===== config.mk =====
export PLATFORM = sky130hd
export DESIGN_NAME = spi_mem_engine
export DESIGN_NICKNAME = d
export VERILOG_FILES = /design/src/rtl/spi_mem_pkg.sv /design/src/rtl/spi_pin_sync.sv /design/src/rtl/spi_rx_byte.sv /design/src/rtl/spi_tx_byte.sv /design/src/rtl/spi_mem_engine.sv
export SDC_FILE = /design/constraint.sdc
export NUM_CORES = 1
export LEC_CHECK = 0
export ABC_AREA = 1
export BUFFER_PORTS_ARGS = -buffer_cell sky130_fd_sc_hd__buf_4
export CORE_UTILIZATION = 32
export DETAILED_ROUTE_END_ITERATION = 8
export GPL_TIMING_DRIVEN = 1
export PLACE_DENSITY = 0.48
export SLEW_MARGIN = 20
export SYNTH_ARGS = -nofsm -noshare
export SYNTH_HDL_FRONTEND = slang
export SYNTH_SLANG_ARGS = --single-unit

===== constraint.sdc =====
create_clock -name clk -period 6.6 [get_ports clk]
set_clock_uncertainty 0.15 [all_clocks]
set_input_delay 0.66 -clock clk [delete_from_list [all_inputs] [get_ports clk]]
set_output_delay 0.66 -clock clk [all_outputs]
set_load 0.03 [all_outputs]

===== src/rtl/spi_mem_pkg.sv =====
package spi_mem_pkg;
  localparam int BYTE_W = 8;

  typedef enum logic [7:0] {
    OP_WEN_SET = 8'h06,
    OP_WEN_CLR = 8'h04,
    OP_STAT_RD = 8'h05,
    OP_STAT_WR = 8'h01,
    OP_ARR_RD  = 8'h03,
    OP_ARR_WR  = 8'h02,
    OP_NAP     = 8'hB9,
    OP_RESUME  = 8'hAB
  } opcode_e;

  typedef enum logic [2:0] {
    PH_OPC,   // collecting opcode
    PH_ARD,   // collecting address for a read
    PH_AWR,   // collecting address for a write
    PH_WDATA, // array write data
    PH_RDATA, // array read data
    PH_SRD,   // status out
    PH_SWR,   // status in
    PH_IGN    // ignore until deselect
  } phase_e;

  function automatic phase_e opc_next(input logic [BYTE_W-1:0] b);
    case (b)
      OP_ARR_RD:  return PH_ARD;
      OP_ARR_WR:  return PH_AWR;
      OP_STAT_RD: return PH_SRD;
      OP_STAT_WR: return PH_SWR;
      default:    return PH_IGN;
    endcase
  endfunction
endpackage


===== src/rtl/spi_pin_sync.sv =====
module spi_pin_sync #(
  parameter int STAGES = 2
) (
  input  logic clk,
  input  logic rst_n,
  input  logic sck_i,
  input  logic cs_n_i,
  input  logic si_i,
  output logic sck_rise_o,
  output logic sck_fall_o,
  output logic sel_o,
  output logic si_o
);
  logic [STAGES-1:0] sck_q, csn_q, si_q;
  logic              sck_last;

  always_ff @(posedge clk or negedge rst_n) begin
    if (!rst_n) begin
      sck_q    <= '0;
      csn_q    <= '1;
      si_q     <= '0;
      sck_last <= 1'b0;
    end else begin
      sck_q    <= {sck_q[STAGES-2:0], sck_i};
      csn_q    <= {csn_q[STAGES-2:0], cs_n_i};
      si_q     <= {si_q[STAGES-2:0], si_i};
      sck_last <= sck_q[STAGES-1];
    end
  end

  assign sck_rise_o = sck_q[STAGES-1] & ~sck_last;
  assign sck_fall_o = ~sck_q[STAGES-1] & sck_last;
  assign sel_o      = ~csn_q[STAGES-1];
  assign si_o       = si_q[STAGES-1];
endmodule


===== src/rtl/spi_rx_byte.sv =====
module spi_rx_byte #(
  parameter int W = 8,
  localparam int CW = $clog2(W)
) (
  input  logic          clk,
  input  logic          rst_n,
  input  logic          clear,
  input  logic          bit_en,
  input  logic          bit_i,
  output logic [W-1:0]  byte_o,
  output logic          done_o,
  output logic [CW-1:0] cnt_o
);
  always_ff @(posedge clk or negedge rst_n) begin
    if (!rst_n) begin
      byte_o <= '0;
      cnt_o  <= '0;
      done_o <= 1'b0;
    end else if (clear) begin
      cnt_o  <= '0;
      done_o <= 1'b0;
    end else begin
      done_o <= bit_en && (cnt_o == CW'(W-1));
      if (bit_en) begin
        byte_o <= {byte_o[W-2:0], bit_i};
        cnt_o  <= (cnt_o == CW'(W-1)) ? '0 : cnt_o + CW'(1);
      end
    end
  end

  // a deselect wipes any partial byte before it can complete
  p_clear_drops_r8: assert property (@(posedge clk) disable iff (!rst_n)
    clear |=> (cnt_o == '0 && !done_o));
endmodule


===== src/rtl/spi_tx_byte.sv =====
module spi_tx_byte #(
  parameter int W = 8
) (
  input  logic         clk,
  input  logic         rst_n,
  input  logic         clear,
  input  logic         load,
  input  logic         shift,
  input  logic [W-1:0] din,
  output logic         bit_o
);
  logic [W-1:0] sh;

  always_ff @(posedge clk or negedge rst_n) begin
    if (!rst_n)     sh <= '0;
    else if (clear) sh <= '0;
    else if (load)  sh <= din;
    else if (shift) sh <= {sh[W-2:0], 1'b0};
  end

  assign bit_o = sh[W-1];
endmodule


===== src/rtl/spi_mem_engine.sv =====
module spi_mem_engine
  import spi_mem_pkg::*;
#(
  parameter int ADDR_W      = 17,
  parameter int ADDR_BYTES  = 3,
  parameter int SYNC_STAGES = 2,
  localparam int ABW = (ADDR_BYTES > 1) ? $clog2(ADDR_BYTES) : 1,
  localparam int CW  = $clog2(BYTE_W)
) (
  input  logic              clk,
  input  logic              rst_n,
  input  logic              sck_i,
  input  logic              cs_n_i,
  input  logic              si_i,
  output logic              so_o,
  output logic              so_oe_o,
  output logic [ADDR_W-1:0] mem_addr_o,
  output logic [BYTE_W-1:0] mem_wdata_o,
  output logic              mem_we_o,
  input  logic [BYTE_W-1:0] mem_rdata_i,
  input  logic              wr_allow_i,
  input  logic              stat_wr_allow_i,
  input  logic [BYTE_W-1:0] stat_rdata_i,
  output logic [BYTE_W-1:0] stat_wdata_o,
  output logic              stat_we_o,
  output logic              wen_set_o,
  output logic              wen_clr_o,
  output logic              nap_o,
  output logic              resume_o
);
  // ---- arithmetic kept in functions ----
  function automatic logic [ADDR_W-1:0] addr_shift(input logic [ADDR_W-1:0] a,
                                                   input logic [BYTE_W-1:0] b);
    logic [ADDR_W+BYTE_W-1:0] w;
    w = {a, b};
    return w[ADDR_W-1:0];
  endfunction

  function automatic logic [ADDR_W-1:0] addr_step(input logic [ADDR_W-1:0] a);
    return (a == {ADDR_W{1'b1}}) ? '0 : a + ADDR_W'(1);
  endfunction

  // ---- pin conditioning ----
  logic sck_rise, sck_fall, sel, si_s;

  spi_pin_sync #(.STAGES(SYNC_STAGES)) u_sync (
    .clk(clk), .rst_n(rst_n), .sck_i(sck_i), .cs_n_i(cs_n_i), .si_i(si_i),
    .sck_rise_o(sck_rise), .sck_fall_o(sck_fall), .sel_o(sel), .si_o(si_s)
  );

  // ---- receive ----
  logic [BYTE_W-1:0] rx_byte;
  logic              rx_done;
  logic [CW-1:0]     bit_cnt;

  spi_rx_byte #(.W(BYTE_W)) u_rx (
    .clk(clk), .rst_n(rst_n), .clear(!sel), .bit_en(sel && sck_rise),
    .bit_i(si_s), .byte_o(rx_byte), .done_o(rx_done), .cnt_o(bit_cnt)
  );

  // ---- phase state ----
  phase_e            ph_q;
  logic [ABW-1:0]    abyte_q;
  logic [ADDR_W-1:0] addr_q;
  logic              oe_q;

  // named internal events
  logic opc_done, addr_done, wbyte_done, swr_done, out_phase, tx_load, tx_shift;
  assign opc_done   = sel && rx_done && (ph_q == PH_OPC);
  assign addr_done  = sel && rx_done && (ph_q == PH_ARD || ph_q == PH_AWR);
  assign wbyte_done = sel && rx_done && (ph_q == PH_WDATA);
  assign swr_done   = sel && rx_done && (ph_q == PH_SWR);
  assign out_phase  = (ph_q == PH_RDATA) || (ph_q == PH_SRD);
  assign tx_load    = sel && sck_fall && out_phase && (bit_cnt == '0);
  assign tx_shift   = sel && sck_fall && out_phase && (bit_cnt != '0);

  always_ff @(posedge clk or negedge rst_n) begin
    if (!rst_n) begin
      ph_q    <= PH_OPC;
      abyte_q <= '0;
      addr_q  <= '0;
      oe_q    <= 1'b0;
    end else if (!sel) begin
      ph_q    <= PH_OPC;
      abyte_q <= '0;
      oe_q    <= 1'b0;
    end else begin
      if (opc_done) ph_q <= opc_next(rx_byte);
      if (addr_done) begin
        addr_q  <= addr_shift(addr_q, rx_byte);
        abyte_q <= abyte_q + ABW'(1);
        if (abyte_q == ABW'(ADDR_BYTES-1))
          ph_q <= (ph_q == PH_ARD) ? PH_RDATA : PH_WDATA;
      end
      if (wbyte_done) addr_q <= addr_step(addr_q);
      if (swr_done)   ph_q   <= PH_IGN;
      if (tx_load) begin
        oe_q <= 1'b1;
        if (ph_q == PH_RDATA) addr_q <= addr_step(addr_q);
      end
    end
  end

  // ---- transmit ----
  spi_tx_byte #(.W(BYTE_W)) u_tx (
    .clk(clk), .rst_n(rst_n), .clear(!sel), .load(tx_load), .shift(tx_shift),
    .din((ph_q == PH_RDATA) ? mem_rdata_i : stat_rdata_i), .bit_o(so_o)
  );

  // ---- outputs ----
  assign so_oe_o      = oe_q;
  assign mem_addr_o   = addr_q;
  assign mem_wdata_o  = rx_byte;
  assign mem_we_o     = wbyte_done && wr_allow_i;
  assign stat_wdata_o = rx_byte;
  assign stat_we_o    = swr_done && stat_wr_allow_i;
  assign wen_set_o    = opc_done && (rx_byte == OP_WEN_SET);
  assign wen_clr_o    = opc_done && (rx_byte == OP_WEN_CLR);
  assign nap_o        = opc_done && (rx_byte == OP_NAP);
  assign resume_o     = opc_done && (rx_byte == OP_RESUME);

  // ---- assertions ----
  p_strobe_excl_r1: assert property (@(posedge clk) disable iff (!rst_n)
    $onehot0({wen_set_o, wen_clr_o, nap_o, resume_o, stat_we_o, mem_we_o}));

  p_so_on_fall_r2: assert property (@(posedge clk) disable iff (!rst_n)
    (sel && !sck_fall) |=> $stable(so_o));

  p_one_cmd_r4: assert property (@(posedge clk) disable iff (!rst_n)
    (wen_set_o || wen_clr_o || nap_o || resume_o || stat_we_o) |=> (ph_q == PH_IGN));

  p_addr_wrap_r6: assert property (@(posedge clk) disable iff (!rst_n)
    wbyte_done |=> (mem_addr_o == addr_step($past(mem_addr_o))));

  p_oe_phase_r11: assert property (@(posedge clk) disable iff (!rst_n)
    so_oe_o |-> out_phase);

  p_oe_deselect_r11: assert property (@(posedge clk) disable iff (!rst_n)
    !sel |=> !so_oe_o);

  p_ign_sticky_r12: assert property (@(posedge clk) disable iff (!rst_n)
    (ph_q == PH_IGN && sel) |=> (ph_q == PH_IGN));
endmodule


==> results.yml <==
sta:
  fin_crit_sh: 0.5464
  hold_violations: 0
  final_max_slew_viol_count: 0
  max_slew.worst_pin.slew_ns: 0.7743
  slew_headroom: 0.4825
  hold-worst-slack_ns: 0.2070
  setup_violations: 0
  fmax_mhz: 277.3
  period_needed_ns: 3.606
  setup_tns_ns: 0
  rsz0062_at_grt: "no"
power:
  pwr_density_cell_mw_per_mm2: 236.3
  seq_power_share: 0.422
  ir_drop_mv: 0.08440
  swShare: 0.3968
  leakagePower_nw: 2.053
  power_switching_mw: 0.3602
  clkPwrFrac: 0.250
  combPwrFrac: 0.329
  internal_power_mw: 0.5476
placed_design:
  io_buffers: 63
  dp_hpwl_mm: 6.013
  gp_congestion: 0.8119
drt:
  wirelength_mm: 8.632
  drtIter0Drc: 118
  drc: 0
  viasPerCell: 4.775
  vias: 3142
  wl_per_cell_um: 13.12
  final_antenna_net_count: 0
  first_pass_iters: 4
clock_tree:
  cts_buffers: 5
  clk_pin_slew_worst_paths_ns: 0.10
  cts_root_buffer: "clkbuf_8"
  clock_latency_ns: 0.31
  cts.repair.resized: 0
  h-tree-depth: 2
  cts.path.max_buffers: 2
  post-cts-setup-buffers: 0
  cts_tree: "yes"
  cts_hold_buf: 0
  cts_num_sinks: 50
global_route:
  grt_usage: 0.1769
  grt_max_degree: 51
  grt_overflow_total: 0
  first_global_vias: 2966
  grt_pass1_wl_mm: 14.41
  antenna_found_initial: 0
hold_path:
  worst_hold_path_type: "in -> async"
job:
  cap_violations: 0
logic_synthesis:
  syn_inst: 481
  yosys-top-cells-count: "nand2_1 (139), nand3_1 (81), inv_1 (51), nor2_1 (51), dfrtp_1 (48)"
  synth-edff-count: 0
  synth_ff_type: "dfrtp_1"
  synthTopCellsByArea: "dfrtp_1 (37%), nand2_1 (16%), nand3_1 (12%), inv_1 (5.9%), nor2_1 (5.9%)"
  synth_top_area_frac: 0.3695
  synth_most_common_cell: "nand2_1"
  synth_nets: 510
  postSynthAreaPerCell_sq_um: 6.758
  ys_warn_count: 0
  async_reset_ff_frac: 1.000
  synth-seq-cells: 50
  synth_cell_types: 30
  netlist_area_sq_mm: 0.003251
  synth-seq-area-share: 0.3857
  synth_top_cell_by_area: "dfrtp_1"
critical_path:
  cp-endpoint: "mem_we_o"
  cp_max_fo: 32
  critPathCaptureType: "primary output"
  reg2reg_to: "mem_addr_o[9]$_DFFE_PN0N_"
  ff2ff_path_depth: 9
  start_kind: "flop"
  required_ns: 5.79
  critical_path_arrival_ns: 2.80
  reg2reg_from: "u_sync.csn_q[1]$_DFF_PN1_"
  regToRegSetupSlack_ns: 3.16
  crit_path_start: "u_sync.csn_q[1]$_DFF_PN1_"
  path_class: "reg -> out"
floorplan:
  ioPinCount: 64
  dieArea_sq_mm: 0.01056
  die_h_um: 102.8
  start_util: 0.3310
  core_area_sq_mm: 0.009819
  num_rows: 36
  dieWidth_um: 102.8
layout:
  fin_util: 0.3913
  multiInputGateArea_sq_mm: 0.001629
  finalNetCount: 553
  syn_to_final_growth_pct: 18.21
  diodes: 0
  drive_above_1_share: 0.1619
  regArea_sq_mm: 0.001254
  fillers: 1088
outcome:
  status: "finished clean"
-- worst min path at each step --
| stage | to | slack, ns | depth (start not counted) |
|---|---|---|---|
| after detailed placement | u_sync.si_q[1]$_DFF_PN0_ | 0.19 | 0 |
| after CTS | u_sync.si_q[1]$_DFF_PN0_ | 0.21 | 0 |
| after floorplan | u_sync.sck_q[1]$_DFF_PN0_ | 0.18 | 0 |
| after global routing | u_sync.sck_q[1]$_DFF_PN0_ | 0.21 | 0 |
| after global placement | u_sync.si_q[1]$_DFF_PN0_ | 0.18 | 0 |
| final | mem_addr_o[6]$_DFFE_PN0N_ | 0.21 | 1 |
-- per-layer routing --
metal	GRT usage	share of wire
met1	0.2366	0.48
met5	0	0
met4	0.05309	0.016
met3	0.02441	0.029
met2	0.2974	0.48
-- through the flow --
step / setup WS [ns] / cells / total power, mW / instance area (sq um)
6_report: 2.994 / 658 / 0.9078 / 3842
5_1_grt: 2.751 / 658 / 0.9705 / 3842
4_1_cts: 2.967 / 658 / 0.9201 / 3842
3_5_place_dp: 3.180 / 650 / 0.6898 / 3729
3_3_place_gp: 3.183 / 650 / 0.6891 / 3729
2_1_floorplan: 3.871 / 481 / 0.5887 / 3251
-- critical path: stages, from the launching register on --
cell	delay, ns
dfstp_2	0.52
inv_2	0.52
nand2_2	0.17
nor2_4	0.40
nand2_1	0.46
nor2_1	0.21
buf_4	0.18
-- state kept, by name, summed over array words and instances (netlist names) --
register	cells
abyte_q	2
mem_addr_o	17
ph_q	3
so_oe_o	1
u_rx.byte_o	8
u_rx.cnt_o	3
u_rx.done_o	1
u_sync.csn_q	2
u_sync.sck_last	1
u_sync.sck_q	2
u_sync.si_q	2
u_tx.sh	8
-- cells in the final DEF (no fill, tap or decap) --
cell / instances
nand4_1: 7
nand2_2: 1
nor3_1: 4
buf_4: 63
bufinv_16: 1
clkinvlp_4: 2
clkbuf_8: 5
nand3_1: 81
ha_1: 6
inv_1: 51
xor2_1: 3
nor2_1: 51
o22ai_1: 1
dfstp_2: 2
a21oi_1: 13
o211ai_1: 3
nand3b_1: 1
inv_2: 4
nand2_1: 139
a32o_1: 1
dfrtp_1: 48
or2_2: 1
nor2_2: 1
o21ai_1: 4
nor2_4: 3
nor4_1: 2
nand2_4: 1
nor4_2: 1
o21ai_0: 25
-- layout make-up --
class / count / area share
Clock inverter: 3 / 0.01172
Tap cell: 133 / 0.04331
Multi-Input combinational cell: 349 / 0.4240
Inverter: 55 / 0.05373
Clock buffer: 5 / 0.01791
Sequential cell: 50 / 0.3263
Timing Repair Buffer: 63 / 0.1231
-- cells by family (layout without fill, tap and decap cells) --
family                   after synthesis  in the layout  share of synthesized area
AO/OA/AOI/OAI                         47             47                    0.07660
flip-flops                            50             50                     0.3857
adder cells (fa/ha/maj)                6              6                    0.02309
AND/OR/NAND/NOR                      293            293                     0.3934
XOR/XNOR                               3              3                   0.008085
buffers and inverters                 82            126                     0.1132
-- power by group through the flow --
stage | registers (mW) | clock network, mW | logic (mW)
2_1_floorplan | 0.418 | 0 | 0.171
3_3_place_gp | 0.390 | 0 | 0.299
3_5_place_dp | 0.390 | 0 | 0.300
4_1_cts | 0.384 | 0.236 | 0.301
5_1_grt | 0.390 | 0.247 | 0.334
6_report | 0.383 | 0.227 | 0.299
Note: power is estimated with default switching activity, not from simulation.
